## src/rtl/gpio_port_pkg.sv

```systemverilog
package gpio_port_pkg;
    localparam int unsigned ADDR_W = 8;
    localparam int unsigned DATA_W = 32;

    localparam logic [ADDR_W-1:0] OFS_DOUT  = 8'h00;
    localparam logic [ADDR_W-1:0] OFS_DIR   = 8'h04;
    localparam logic [ADDR_W-1:0] OFS_IEN   = 8'h30;
    localparam logic [ADDR_W-1:0] OFS_IMSK  = 8'h34;
    localparam logic [ADDR_W-1:0] OFS_ITYP  = 8'h38;
    localparam logic [ADDR_W-1:0] OFS_IPOL  = 8'h3C;
    localparam logic [ADDR_W-1:0] OFS_MSTAT = 8'h40;
    localparam logic [ADDR_W-1:0] OFS_RSTAT = 8'h44;
    localparam logic [ADDR_W-1:0] OFS_DEB   = 8'h48;
    localparam logic [ADDR_W-1:0] OFS_ACK   = 8'h4C;
    localparam logic [ADDR_W-1:0] OFS_EXT   = 8'h50;
    localparam logic [ADDR_W-1:0] OFS_LSYNC = 8'h60;
endpackage

```

## src/rtl/gpio_sync.sv

```systemverilog
module gpio_sync #(
    parameter int unsigned W = 8
) (
    input  logic         clk,
    input  logic         rst_n,
    input  logic [W-1:0] d_in,
    output logic [W-1:0] d_out
);
    typedef struct packed {
        logic [W-1:0] s1;
        logic [W-1:0] s2;
    } sync_t;

    sync_t st_d, st_q;

    always_comb begin
        st_d.s1 = d_in;
        st_d.s2 = st_q.s1;
    end

    always_ff @(posedge clk or negedge rst_n) begin
        if (!rst_n) st_q <= '0;
        else        st_q <= st_d;
    end

    assign d_out = st_q.s2;
endmodule

```

## src/rtl/gpio_debounce.sv

```systemverilog
module gpio_debounce #(
    parameter int unsigned W    = 8,
    parameter int unsigned HOLD = 4
) (
    input  logic         clk,
    input  logic         rst_n,
    input  logic [W-1:0] raw,
    input  logic [W-1:0] en,
    output logic [W-1:0] filt
);
    localparam int unsigned CNT_W = $clog2(HOLD + 1);
    localparam logic [CNT_W-1:0] LAST = CNT_W'(HOLD - 1);

    for (genvar g = 0; g < W; g++) begin : g_pin
        typedef struct packed {
            logic [CNT_W-1:0] cnt;
            logic             val;
        } deb_t;

        deb_t st_d, st_q;

        always_comb begin
            st_d     = st_q;
            st_d.cnt = '0;
            if (raw[g] != st_q.val) begin
                if (st_q.cnt == LAST) st_d.val = raw[g];
                else                  st_d.cnt = st_q.cnt + 1'b1;
            end
        end

        always_ff @(posedge clk or negedge rst_n) begin
            if (!rst_n) st_q <= '0;
            else        st_q <= st_d;
        end

        assign filt[g] = en[g] ? st_q.val : raw[g];
    end
endmodule

```

## src/rtl/gpio_irq_detect.sv

```systemverilog
module gpio_irq_detect #(
    parameter int unsigned W = 8
) (
    input  logic         clk,
    input  logic         rst_n,
    input  logic [W-1:0] pin_v,
    input  logic [W-1:0] qual,
    input  logic [W-1:0] edge_sel,
    input  logic [W-1:0] pol,
    input  logic [W-1:0] ack_clr,
    input  logic         lsync,
    output logic [W-1:0] raw
);
    typedef struct packed {
        logic [W-1:0] prev;
        logic [W-1:0] edge_lat;
        logic [W-1:0] lvl;
    } det_t;

    det_t st_d, st_q;
    logic [W-1:0] act_lvl, edge_hit, lvl_now, edge_ok, lvl_ok;

    always_comb begin
        act_lvl  = ~(pin_v ^ pol);
        edge_hit = (pin_v ^ st_q.prev) & act_lvl;
        edge_ok  = qual & edge_sel;
        lvl_ok   = qual & ~edge_sel;
        lvl_now  = act_lvl & lvl_ok;

        st_d.prev     = pin_v;
        st_d.edge_lat = ((st_q.edge_lat & ~ack_clr) | edge_hit) & edge_ok;
        st_d.lvl      = lvl_now;

        raw = (st_q.edge_lat & edge_ok)
            | ((lsync ? st_q.lvl : lvl_now) & lvl_ok);
    end

    always_ff @(posedge clk or negedge rst_n) begin
        if (!rst_n) st_q <= '0;
        else        st_q <= st_d;
    end
endmodule

```

## src/rtl/gpio_irq_port.sv

```systemverilog
module gpio_irq_port
    import gpio_port_pkg::*;
#(
    parameter int unsigned NPIN     = 8,
    parameter int unsigned DEB_HOLD = 4
) (
    input  logic              clk,
    input  logic              rst_n,
    input  logic [ADDR_W-1:0] bus_addr,
    input  logic              bus_we,
    input  logic [DATA_W-1:0] bus_wdata,
    output logic [DATA_W-1:0] bus_rdata,
    input  logic [NPIN-1:0]   pin_in,
    output logic [NPIN-1:0]   pin_out,
    output logic [NPIN-1:0]   pin_oe,
    output logic              irq
);
    typedef struct packed {
        logic [NPIN-1:0] dout;
        logic [NPIN-1:0] dir;
        logic [NPIN-1:0] ien;
        logic [NPIN-1:0] imsk;
        logic [NPIN-1:0] ityp;
        logic [NPIN-1:0] ipol;
        logic [NPIN-1:0] deb;
        logic            lsync;
    } cfg_t;

    cfg_t cfg_d, cfg_q;

    logic [NPIN-1:0] pin_sync, pin_val, ack_clr, raw_stat, mstat;
    logic [NPIN-1:0] imsk_w, ien_w;
    logic            wdata_unused;

    assign wdata_unused = ^bus_wdata[DATA_W-1:NPIN];

    // Register writes
    always_comb begin
        cfg_d   = cfg_q;
        ack_clr = '0;
        if (bus_we) begin
            case (bus_addr)
                OFS_DOUT:  cfg_d.dout  = bus_wdata[NPIN-1:0];
                OFS_DIR:   cfg_d.dir   = bus_wdata[NPIN-1:0];
                OFS_IEN:   cfg_d.ien   = bus_wdata[NPIN-1:0];
                OFS_IMSK:  cfg_d.imsk  = bus_wdata[NPIN-1:0];
                OFS_ITYP:  cfg_d.ityp  = bus_wdata[NPIN-1:0];
                OFS_IPOL:  cfg_d.ipol  = bus_wdata[NPIN-1:0];
                OFS_DEB:   cfg_d.deb   = bus_wdata[NPIN-1:0];
                OFS_LSYNC: cfg_d.lsync = bus_wdata[0];
                OFS_ACK:   ack_clr     = bus_wdata[NPIN-1:0];
                default: ;
            endcase
        end
    end

    always_ff @(posedge clk or negedge rst_n) begin
        if (!rst_n) cfg_q <= '0;
        else        cfg_q <= cfg_d;
    end

    gpio_sync #(.W(NPIN)) u_sync (
        .clk   (clk),
        .rst_n (rst_n),
        .d_in  (pin_in),
        .d_out (pin_sync)
    );

    gpio_debounce #(.W(NPIN), .HOLD(DEB_HOLD)) u_deb (
        .clk   (clk),
        .rst_n (rst_n),
        .raw   (pin_sync),
        .en    (cfg_q.deb),
        .filt  (pin_val)
    );

    gpio_irq_detect #(.W(NPIN)) u_det (
        .clk      (clk),
        .rst_n    (rst_n),
        .pin_v    (pin_val),
        .qual     (cfg_q.ien & ~cfg_q.dir),
        .edge_sel (cfg_q.ityp),
        .pol      (cfg_q.ipol),
        .ack_clr  (ack_clr),
        .lsync    (cfg_q.lsync),
        .raw      (raw_stat)
    );

    assign mstat   = raw_stat & ~cfg_q.imsk;
    assign irq     = |mstat;
    assign pin_out = cfg_q.dout;
    assign pin_oe  = cfg_q.dir;
    assign imsk_w  = cfg_q.imsk;
    assign ien_w   = cfg_q.ien;

    // Read mux
    always_comb begin
        bus_rdata = '0;
        case (bus_addr)
            OFS_DOUT:  bus_rdata[NPIN-1:0] = cfg_q.dout;
            OFS_DIR:   bus_rdata[NPIN-1:0] = cfg_q.dir;
            OFS_IEN:   bus_rdata[NPIN-1:0] = cfg_q.ien;
            OFS_IMSK:  bus_rdata[NPIN-1:0] = cfg_q.imsk;
            OFS_ITYP:  bus_rdata[NPIN-1:0] = cfg_q.ityp;
            OFS_IPOL:  bus_rdata[NPIN-1:0] = cfg_q.ipol;
            OFS_DEB:   bus_rdata[NPIN-1:0] = cfg_q.deb;
            OFS_MSTAT: bus_rdata[NPIN-1:0] = mstat;
            OFS_RSTAT: bus_rdata[NPIN-1:0] = raw_stat;
            OFS_EXT:   bus_rdata[NPIN-1:0] = pin_val;
            OFS_LSYNC: bus_rdata[0]        = cfg_q.lsync;
            default: ;
        endcase
    end
endmodule

```

## config.mk

```make
export PLATFORM = sky130hd
export DESIGN_NAME = gpio_irq_port
export DESIGN_NICKNAME = d
export VERILOG_FILES = /design/src/rtl/gpio_port_pkg.sv /design/src/rtl/gpio_sync.sv /design/src/rtl/gpio_debounce.sv /design/src/rtl/gpio_irq_detect.sv /design/src/rtl/gpio_irq_port.sv
export SDC_FILE = /design/constraint.sdc
export NUM_CORES = 1
export LEC_CHECK = 0
export ABC_AREA = 1
export BUFFER_PORTS_ARGS = -buffer_cell sky130_fd_sc_hd__buf_4
export CAP_MARGIN = 20
export CELL_PAD_IN_SITES_DETAIL_PLACEMENT = 1
export CELL_PAD_IN_SITES_GLOBAL_PLACEMENT = 1
export CORE_MARGIN = 1.5
export CORE_UTILIZATION = 43
export CTS_CLUSTER_SIZE = 16
export DETAILED_ROUTE_END_ITERATION = 7
export PLACE_DENSITY_LB_ADDON = 0.1
export SLEW_MARGIN = 20
export SYNTH_ARGS = -nofsm -noshare
export SYNTH_HDL_FRONTEND = slang
export SYNTH_SLANG_ARGS = --single-unit
```

## constraint.sdc

```tcl
create_clock -name clk -period 1.36 [get_ports clk]
set_input_delay 0.068 -clock clk [delete_from_list [all_inputs] [get_ports clk]]
set_output_delay 0.068 -clock clk [all_outputs]
set_load 0.03 [all_outputs]
```

==> results of run 1 <==
cell type report:
class                   instances  area, µm²  share of cell area (%)
multi-input cells             503       3050                    34.1
inverters                      78        295                    3.30
well taps                     184        230                    2.57
clock buffers                  19        443                    4.95
repair buffers                172       1530                    17.1
flip-flops and latches        129       3230                    36.1
clock inverters                13        163                    1.82
final timing paths:
kind,slack (ps),to,depth (start not counted)
min in group asynchronous,50,u_deb.g_pin[0].st_q[3]$_DFF_PN0_,2
max in group asynchronous,710,u_deb.g_pin[6].st_q[0]$_DFFE_PN0P_,3
worst min register to register,350,u_sync.d_out[3]$_DFF_PN0_,0
worst max register to register,-170,u_det.st_q[12]$_DFF_PN0_,8
worst min-delay path,10,ien_w[3]$_DFFE_PN0P_,3
worst max-delay path,-580,irq,11
worst max-delay path, delay by kind of cell, from the launching register on:
kind / cells / cell delay (ps)
buffers and inverters: 2 / 260
flip-flops: 1 / 450
AND/OR/NAND/NOR: 9 / 730
synth_stat cells, drive strengths merged, types with 2 or more instances:
cell type  count
nand2        201
inv           78
buf           49
a21oi         18
ha             8
xnor2          8
o22ai          8
nand4          8
nor2          53
mux2          12
nor3b          8
nor3          11
nand3         60
o21ai         82
dfrtp        129
nand3b         2
power by group through the flow:
| stage | registers (mW) | logic [mW] | clock network [mW] |
|---|---|---|---|
| after floorplan | 4.57 | 1.18 | 0 |
| after global placement | 4.58 | 1.72 | 0 |
| after CTS | 4.56 | 2.04 | 4.76 |
| after detailed placement | 4.62 | 1.84 | 0 |
| final | 4.58 | 2.12 | 4.73 |
| after global routing | 4.64 | 2.35 | 4.89 |
placed cells by master (no fill, tap or decap), drive strengths merged:
cell type    instances
clkinv               7
dlygate4sd3          9
o21ai               82
dfrtp              129
nand3b               2
clkinvlp             3
o22ai                8
ha                   8
clkbuf              20
xnor2                8
nand3               60
nand4                8
conb                24
nor3b                8
inv                 78
bufinv               3
nand2              201
nor3                11
nor2                53
mux2                12
a21oi               18
buf                162
flip-flops by register name, summed over array words and instances (netlist names):
register / flops
u_deb.g_pin.st_q: 32
cfg_q: 25
u_det.st_q: 24
ien_w: 8
imsk_w: 8
pin_oe: 8
pin_out: 8
u_sync.d_out: 8
u_sync.st_d: 8
through the flow:
stage	cell area (µm²)	util [%]	std cells	setup TNS, ps
after detailed placement	7580	51.9	1035	-617
after CTS	8630	59.2	1090	-3440
after global routing	8950	61.3	1098	-4840
final	8950	61.3	1098	-4240
after global placement	7580	51.9	1035	-397
after floorplan	6550	-	759	0
routing by layer:
metal	part of all wire, %	routed length [µm]
met5	0	0
met2	53	10700
met3	4.2	837
met4	2.4	482
met1	40	8120
kinds of logic (layout without fill, tap and decap cells):
logic type | after synthesis | after routing | synth area share, %
adder cells (fa/ha/maj) | 8 | 8 | 1.55
multiplexers | 12 | 12 | 2.09
buffers and inverters | 127 | 282 | 10.6
AND/OR/NAND/NOR | 343 | 343 | 25.3
XOR/XNOR | 8 | 8 | 1.08
other | 1 | 24 | 0.0580
flip-flops | 129 | 129 | 49.9
AO/OA/AOI/OAI | 108 | 108 | 9.44
repair_timing:
item	4_1_cts	5_1_grt
pin swaps	37	37
hold buffers	9	0
endpoints found under the hold margin	137	0
setup buffers	16	8
setup endpoints to repair	9	13
gates resized for setup	77	80
cloned	0	1
==> results.toml, run 1 <==
[outcome]
status = "complete, but fails checks"
violations = "setup timing"

[global_route]
grt.met3_usage_pct = 4.76
grt_antenna_before_repair = 0
grt_overflow = 0
grt_usage_pct = 26.3
grt_pass1_vias = 6238
grtUsageMet2_pct = 47.0
grt_use_met1_pct = 31.3
grt_max_degree = 47
busiest_layer = "met2"
grt_pass1_wl_um = 31900

[sta]
finalHoldViolCount = 0
hold_ws_ps = 14.9
rsz0062_at_grt = "yes"
drv_slew = 0
finalCritPeriodShare_pct = 142
fin_crit_ps = 1940
setup_violations = 10
max_freq_mhz = 516
fin_ws_ps = -577
skew_ps = 7.65

[job]
maxCapViolations = 0

[synthesis]
yosys-top-cells-area = "dfrtp_1, nand2_1, buf_4, nand3_1, inv_1"
syn-instance-count = 736
syn-cell-area_um2 = 6460
async_flop_share_pct = 100
yosys_warnings = 0
yosysTopAreaCell = "dfrtp_1"
ys_ff_latch = 129
ys_seq_area_share_pct = 49.9
ys_types = 30
syn_avg_cell_area_um2 = 8.78
synth_edf_count = 0
synth_top_area_share_pct = 49.9
ys.flop_type = "dfrtp_1"

[setup_path]
r2r-start = "u_deb.g_pin[4].st_q[0]$_DFFE_PN0P_"
critPathRequiredTime_ps = 1290
crit_chain = "inv_4, nand2_4, nand3_4, nand3_2, nand2_2, nand2_2, nand2_2, nand2_1, nor2_2, nand2_2, buf_6"
end_kind = "primary output"
crit_arrival_ps = 1870
path_max_fanout = 4
crit_path_start = "cfg_q[5]$_DFFE_PN0P_"
crit_path_start_kind = "register"
cp_slowest_cell = "dfrtp_2"
worst-setup-path-type = "register to primary output"
slowest_delay_ps = 450
path_common_cell = "nand2_2"

[cts]
cts.sinks = 129
cts_tree = "built"
htreeDepth = 4
worstSkewPairLatency_ps = 440
clkTransAtPathRegs_ps = 60
clockBufferDepth = 2
cts_buffers = 17
root_buffer = "clkbuf_16"

[layout]
diodes = 0
area_growth_pct = 38.4
fillCellCount = 1651
nNetsFinal = 960
drive_gt1_share_pct = 41.2

[power]
power.share.switching_pct = 28.5
internal_power_mw = 8.17
ir_worst_vdd_v = 0.000952
switchingPower_mw = 3.26
powerDensity_nw_per_um2 = 1280
p_leak_nw = 4.38
p_total_mw = 11.4
p_clk_share_pct = 41.4
power_frac_seq_pct = 40.1
pwr-share-comb_pct = 18.5

[routing]
route.detailed.drc = 0
drt_pass1_iterations = 4
vias = 5727
detail-route-antenna-nets = 0
routed_wl_um = 20200
drt_iter0_drc = 294
via_per_inst = 5.22
routedWlPerCell_um = 18.4

[floorplan]
core_area_um2 = 14600
die_area_um2 = 15800
chipWidth_um = 126
rows = 44
fp.dieH_um = 126
initial_core_util_pct = 44.3
ioPinCount = 100

[worst_hold_path]
hold_class = "primary input to register"
min-delay-start = "bus_wdata[3]"

[placed_design]
hpwl_um = 13200
port_buffers = 51
dp_slack_ps = -173
gp_congestion = 0.867
Power figures use the tool's default switching activity.
==> inputs of run 2 (changes only) <==
--- a/config.mk
+++ b/config.mk
@@ -11,11 +11,12 @@
 export CELL_PAD_IN_SITES_DETAIL_PLACEMENT = 1
 export CELL_PAD_IN_SITES_GLOBAL_PLACEMENT = 1
 export CORE_MARGIN = 1.5
-export CORE_UTILIZATION = 43
+export CORE_UTILIZATION = 42
 export CTS_CLUSTER_SIZE = 16
 export DETAILED_ROUTE_END_ITERATION = 7
 export PLACE_DENSITY_LB_ADDON = 0.1
 export SLEW_MARGIN = 20
 export SYNTH_ARGS = -nofsm -noshare
 export SYNTH_HDL_FRONTEND = slang
+export SYNTH_HIERARCHICAL = 1
 export SYNTH_SLANG_ARGS = --single-unit
==> run 2 against run 1 <==
  * The flow still finishes with violations (setup timing)
  * Clock power shrank 9.5%
  * Synthesized cell count grew 23%
  * Total power grew 20%
  * First-iteration DRC count grew 22%
  * Count of clock-buffer cells in the layout grew 1
  * Wire length grew 30%
  * Clock skew shrank 1.4 ps
  * Design area grew 11%
  * Register-to-register slack lost 540 ps
  * Critical path type unchanged
  * Critical endpoint unchanged
  * Largest power group is now sequential cells
  * Highest routed layer unchanged
==> results.toml, run 2 <==
[outcome]
status = "complete, but fails checks"
violations = "setup timing"

[setup_path]
path_max_fanout = 5
cp_slowest_cell = "dfrtp_1"
r2r_slack_ps = -710
slowest_delay_ps = 430
crit_arrival_ps = 2240
crit_chain = "o21ai_4, nor2_2, inv_2, nand3_2, nand2_1, nand2_2, inv_2, nor2_4, nor4_4, nand2_2, buf_6"
crit_path_start_kind = "register"
critPathRequiredTime_ps = 1290
end_kind = "primary output"
worst-setup-path-type = "register to primary output"

[job]
maxCapViolations = 0

[synthesis]
ys_seq_area_share_pct = 46.2
synth_top_area_share_pct = 46.2
ys.flop_type = "dfrtp_1"
yosysTopAreaCell = "dfrtp_1"
yosysMostFrequentCell = "nand2_1"
syn_avg_cell_area_um2 = 7.70
synth_edf_count = 0
synthTopCellsByCount = "nand2_1, inv_1, dfrtp_1"
syn-cell-area_um2 = 6990
async_flop_share_pct = 100
ys_types = 25
syn-instance-count = 907
yosys-top-cells-area = "dfrtp_1, nand2_1, nand3_1, inv_1, nor2_1"
ys_ff_latch = 129
yosys_warnings = 6

[worst_hold_path]
hold_class = "primary input to register"

[routing]
routedWlPerCell_um = 19.5
drt_pass1_iterations = 5
routed_wl_um = 26300
detail-route-antenna-nets = 0
route.detailed.drc = 0
drt_iter0_drc = 358
vias = 6983
via_per_inst = 5.17

[sta]
drv_slew = 0
fin_crit_ps = 2310
finalCritPeriodShare_pct = 170
setup_violations = 12
skew_ps = 6.25
finalHoldViolCount = 0
max_freq_mhz = 434
fin_ws_ps = -946
rsz0062_at_grt = "yes"

[cts]
clockBufferDepth = 2
clkTransAtPathRegs_ps = 60
worstSkewPairLatency_ps = 420
cts_buffers = 17
root_buffer = "clkbuf_16"
htreeDepth = 4
cts.sinks = 129
cts_tree = "built"

[global_route]
grt_pass1_wl_um = 38600
grt_pass1_vias = 7545
grtUsageMet2_pct = 49.6
grt_overflow = 0
grt_max_degree = 38
busiest_layer = "met2"
grt_use_met1_pct = 34.5
grt_usage_pct = 28.1
grt.met3_usage_pct = 4.46
grt_antenna_before_repair = 0

[placed_design]
dp_slack_ps = -575
port_buffers = 51
gp_congestion = 0.838
dp_cells = 1249
hpwl_um = 14800

[power]
power.share.switching_pct = 33.7
power_frac_seq_pct = 34.6
powerDensity_nw_per_um2 = 1380
internal_power_mw = 9.12
ir_worst_vdd_v = 0.000877
p_leak_nw = 5.24
pwr-share-comb_pct = 34.3
p_clk_share_pct = 31.1
p_total_mw = 13.8
switchingPower_mw = 4.63

[floorplan]
core_area_um2 = 16100
chipWidth_um = 132
initial_core_util_pct = 43.5
fp.dieH_um = 132
die_area_um2 = 17400
ioPinCount = 100
rows = 46

[layout]
area_growth_pct = 42.6
final_cell_mix = "nand2_1, buf_4, dfrtp_1"
fillCellCount = 1904
nNetsFinal = 1181
drive_gt1_share_pct = 38.9
fin_util_pct = 62.0
final_cells = 1350
top_register = "u_deb/g_pin.st_q"
largest_reg_flops = 32
final_common_cell = "nand2_1"
diodes = 0
top_regs = "u_deb/g_pin.st_q (32), cfg_q (25), u_det/st_q (24)"
## run 2: cell count changes in the layout (fill, tap and decap cells not counted), sizes merged, moves of 10 or more
cell / previous run / this run
nand2: 201 / 276
nand3: 60 / 112
inv: 78 / 143
buf: 162 / 215
nor2: 53 / 103
o21ai: 82 / 65
a21oi: 18 / 8
nor3: 11 / 0
mux2: 12 / 0
## run 2: logic make-up (layout without fill, tap and decap cells)
| family | Yosys count | count (layout) | synth area share (%) |
|---|---|---|---|
| and+or+nand+nor | 494 | 494 | 31.7 |
| buffers and inverters | 202 | 406 | 14.6 |
| adders and majority gates | 8 | 8 | 1.43 |
| other | 1 | 24 | 0.0537 |
| DFF | 129 | 129 | 46.2 |
| AOI/OAI and AO/OA | 73 | 73 | 6.09 |
## run 2: path summary, 6_finish.rpt
kind	cells past startpoint	from	to
max	11	cfg_q[5]$_DFFE_PN0P_	irq
max reg2reg	15	cfg_q[4]$_DFFE_PN0P_	u_det/st_q[3]$_DFF_PN0_
min in group asynchronous	2	rst_n	pin_oe[1]$_DFFE_PN0P_
max in group asynchronous	3	rst_n	cfg_q[8]$_DFFE_PN0P_
min reg2reg	0	u_sync/st_d[1]$_DFF_PN0_	u_sync/d_out[1]$_DFF_PN0_
min	3	bus_we	pin_out[1]$_DFFE_PN0P_
## run 2: critical path: cells and delay by family (launching register included)
family                 cells  cell delay (ps)
AOI/OAI and AO/OA          1              270
DFF                        1              430
and+or+nand+nor            7              790
buffers and inverters      3              320
## run 2: per-layer routing
metal	part of all wire [%]	up-vias	wire [µm]
li1	-	3155	-
met1	42	3541	10900
met2	52	229	13600
met3	3.8	58	998
met4	3.1	0	813
met5	0	-	0
## run 2: layout make-up
class	instances	area [µm²]	share of cell area (%)
sequential	129	3230	32.4
multi-input combinational	599	3340	33.6
tap	216	270	2.71
clock buffer	20	447	4.48
timing repair buffer	232	2040	20.5
clock inverter	11	91.3	0.917
inverter	143	537	5.39
## run 2: per-stage QoR
stage / hold slack [ps] / setup TNS (ps) / instance area [µm²]
global placement: 10.3 / -3000 / 8320
global route: 122 / -9580 / 9960
floorplan: -228 / -775 / 7180
CTS: 91.8 / -9970 / 9670
finish: 108 / -8770 / 9960
detailed placement: 8.82 / -3630 / 8320
## run 2: power by group through the flow
stage | Sequential [mW] | Combinational (mW) | Clock (mW)
after floorplan | 4.73 | 1.82 | 0
after global placement | 4.70 | 2.73 | 0
after detailed placement | 4.76 | 2.97 | 0
after CTS | 4.71 | 4.09 | 4.28
after global routing | 4.81 | 5.11 | 4.49
final | 4.76 | 4.71 | 4.28
## run 2: repair_timing
item	CTS	global route
hold buffers	17	0
gates resized for setup	74	86
endpoints found under the hold margin	145	0
cloned	0	0
endpoints found under the setup margin	9	13
pin swaps	47	55
setup buffers	55	15
==> inputs of run 3 (changes only) <==
--- a/config.mk
+++ b/config.mk
@@ -11,7 +11,7 @@
 export CELL_PAD_IN_SITES_DETAIL_PLACEMENT = 1
 export CELL_PAD_IN_SITES_GLOBAL_PLACEMENT = 1
 export CORE_MARGIN = 1.5
-export CORE_UTILIZATION = 42
+export CORE_UTILIZATION = 38
 export CTS_CLUSTER_SIZE = 16
 export DETAILED_ROUTE_END_ITERATION = 7
 export PLACE_DENSITY_LB_ADDON = 0.1
==> constraint.sdc (replaced) <==
create_clock -name clk -period 1.89 [get_ports clk]
set_input_delay 0.0945 -clock clk [delete_from_list [all_inputs] [get_ports clk]]
set_output_delay 0.0945 -clock clk [all_outputs]
set_load 0.03 [all_outputs]
==> run 3 against run 2 <==
  * Highest routed layer unchanged
  * Clock power shrank 18%
  * The flow still finishes with violations (setup timing)
  * First-iteration DRC count fell by 38%
  * Non-clock buffer count fell by 63
  * Flip-flop and latch count stayed put
==> results.toml, run 3 (synthesis gave the netlist of run 2 again) <==
[outcome]
status = "complete, but fails checks"
violations = "setup timing"

[floorplan]
core_area_um2 = 18000
ioPinCount = 100
chipWidth_um = 139
initial_core_util_pct = 38.8
rows = 49
die_area_um2 = 19200
fp.dieH_um = 139

[layout]
largest_reg_flops = 32
drive_gt1_share_pct = 32.6
regArea_um2 = 3230
diodes = 0
multi_input_area_um2 = 3200
final_cell_area_um2 = 9330
top_regs = "u_deb/g_pin.st_q (32), cfg_q (25), u_det/st_q (24)"
final_cell_mix = "nand2_1, buf_4, dfrtp_1"
final_common_cell = "nand2_1"
top_register = "u_deb/g_pin.st_q"
area_growth_pct = 33.5
nNetsFinal = 1118
fillCellCount = 2225

[global_route]
grt_pass1_vias = 6803
grt_pass1_wl_um = 34100
grt_overflow = 0
grt_antenna_before_repair = 0
grt_max_degree = 48
grt_usage_pct = 22.5

[cts]
clkTransAtPathRegs_ps = 60
worstSkewPairLatency_ps = 420
cts_buffers = 17
root_buffer = "clkbuf_16"
htreeDepth = 4
cts.sinks = 129
clockBufferDepth = 2
cts_tree = "built"

[sta]
finalCritPeriodShare_pct = 119
setup_violations = 9
max_freq_mhz = 446
setup_tns_ps = -2270
finalHoldViolCount = 0
fin_crit_ps = 2240
drv_slew = 0
skew_ps = 6.80
rsz0062_at_grt = "yes"
fin_ws_ps = -354

[power]
p_leak_nw = 4.88
powerDensity_nw_per_um2 = 1030
p_total_mw = 9.65
ir_worst_vdd_v = 0.000621

[placed_design]
hpwl_um = 13800
port_buffers = 51
gp_congestion = 0.837
placed_area_um2 = 7780
dp_slack_ps = -51.6

[routing]
drt_iter0_drc = 223
route.detailed.drc = 0
vias = 6245
detail-route-antenna-nets = 0
via_per_inst = 4.80
routed_wl_um = 20800
drt_pass1_iterations = 4
routedWlPerCell_um = 16.0

[setup_path]
crit_path_start_kind = "register"
end_kind = "primary output"
worst-setup-path-type = "register to primary output"
path_max_fanout = 4
critPathRequiredTime_ps = 1800
crit_arrival_ps = 2150

[job]
maxCapViolations = 0

[worst_hold_path]
hold_class = "primary input to register"
run 3: changes by cell type in the layout (fill, tap and decap cells not counted), sizes merged:
cell | previous run | this run
clkbuf | 20 | 19
bufinv | 1 | 4
buf | 215 | 152
inv | 143 | 145
clkinv | 7 | 4
run 3: path summary, 6_finish.rpt:
path                            depth (start not counted)                startpoint                        end  slack, ps
worst max register to register                         12      cfg_q[8]$_DFFE_PN0P_   u_det/st_q[15]$_DFF_PN0_        170
worst min register to register                          0  u_sync/st_d[0]$_DFF_PN0_  u_sync/d_out[0]$_DFF_PN0_        350
worst min-delay path                                    3                    bus_we       cfg_q[0]$_DFFE_PN0P_         90
worst max-delay path                                   13      cfg_q[1]$_DFFE_PN0P_                        irq       -350
max in group asynchronous                               3                     rst_n       cfg_q[5]$_DFFE_PN0P_       1040
min in group asynchronous                               2                     rst_n      pin_oe[7]$_DFFE_PN0P_        180
run 3: repair_timing:
action                                  CTS  global route
endpoints found under the setup margin    9            10
pin swaps                                55            55
hold endpoints to repair                 61             0
hold buffers                             17             0
setup buffers                            41             9
gates resized for setup                  81            63
run 3: cell type report:
cell class | instances | share of cell area (%)
flip-flops and latches | 129 | 34.6
well taps | 229 | 3.07
clock buffers | 19 | 4.75
clock inverters | 13 | 1.97
repair buffers | 169 | 15.5
inverters | 143 | 5.75
multi-input cells | 599 | 34.3
run 3: routing by layer:
layer	vias to the layer above	GRT usage, %	share of wire (%)
li1	3042	-	-
met1	3087	26.7	41
met2	86	41.9	55
met3	30	3.14	2.2
met4	0	7.37	1.6
met5	-	0	0
run 3: stage by stage:
stage                     std cells  util, %  hold WS (ps)
after global routing           1301     51.7           138
after detailed placement       1209     43.1          87.2
after global placement         1209     43.1          76.7
final                          1301     51.7          93.6
after CTS                      1298     50.5          80.2
after floorplan                 930        -          -201
run 3: worst max-delay path, stage by stage, from the launching register on:
cell     delay (ps)
dfrtp_1         410
o21ai_2         180
buf_6           140
nor2_4           40
inv_2            70
nand3_2          80
nand2_2          70
nand2_2          60
inv_2            50
nor2_2           40
buf_6           120
nor4_4          220
nand2_2         100
buf_6           150
run 3: where the power goes:
part / switching (mW) / internal (mW)
combinational: 1.47 / 1.27
sequential: 0.251 / 3.15
clock: 1.28 / 2.24
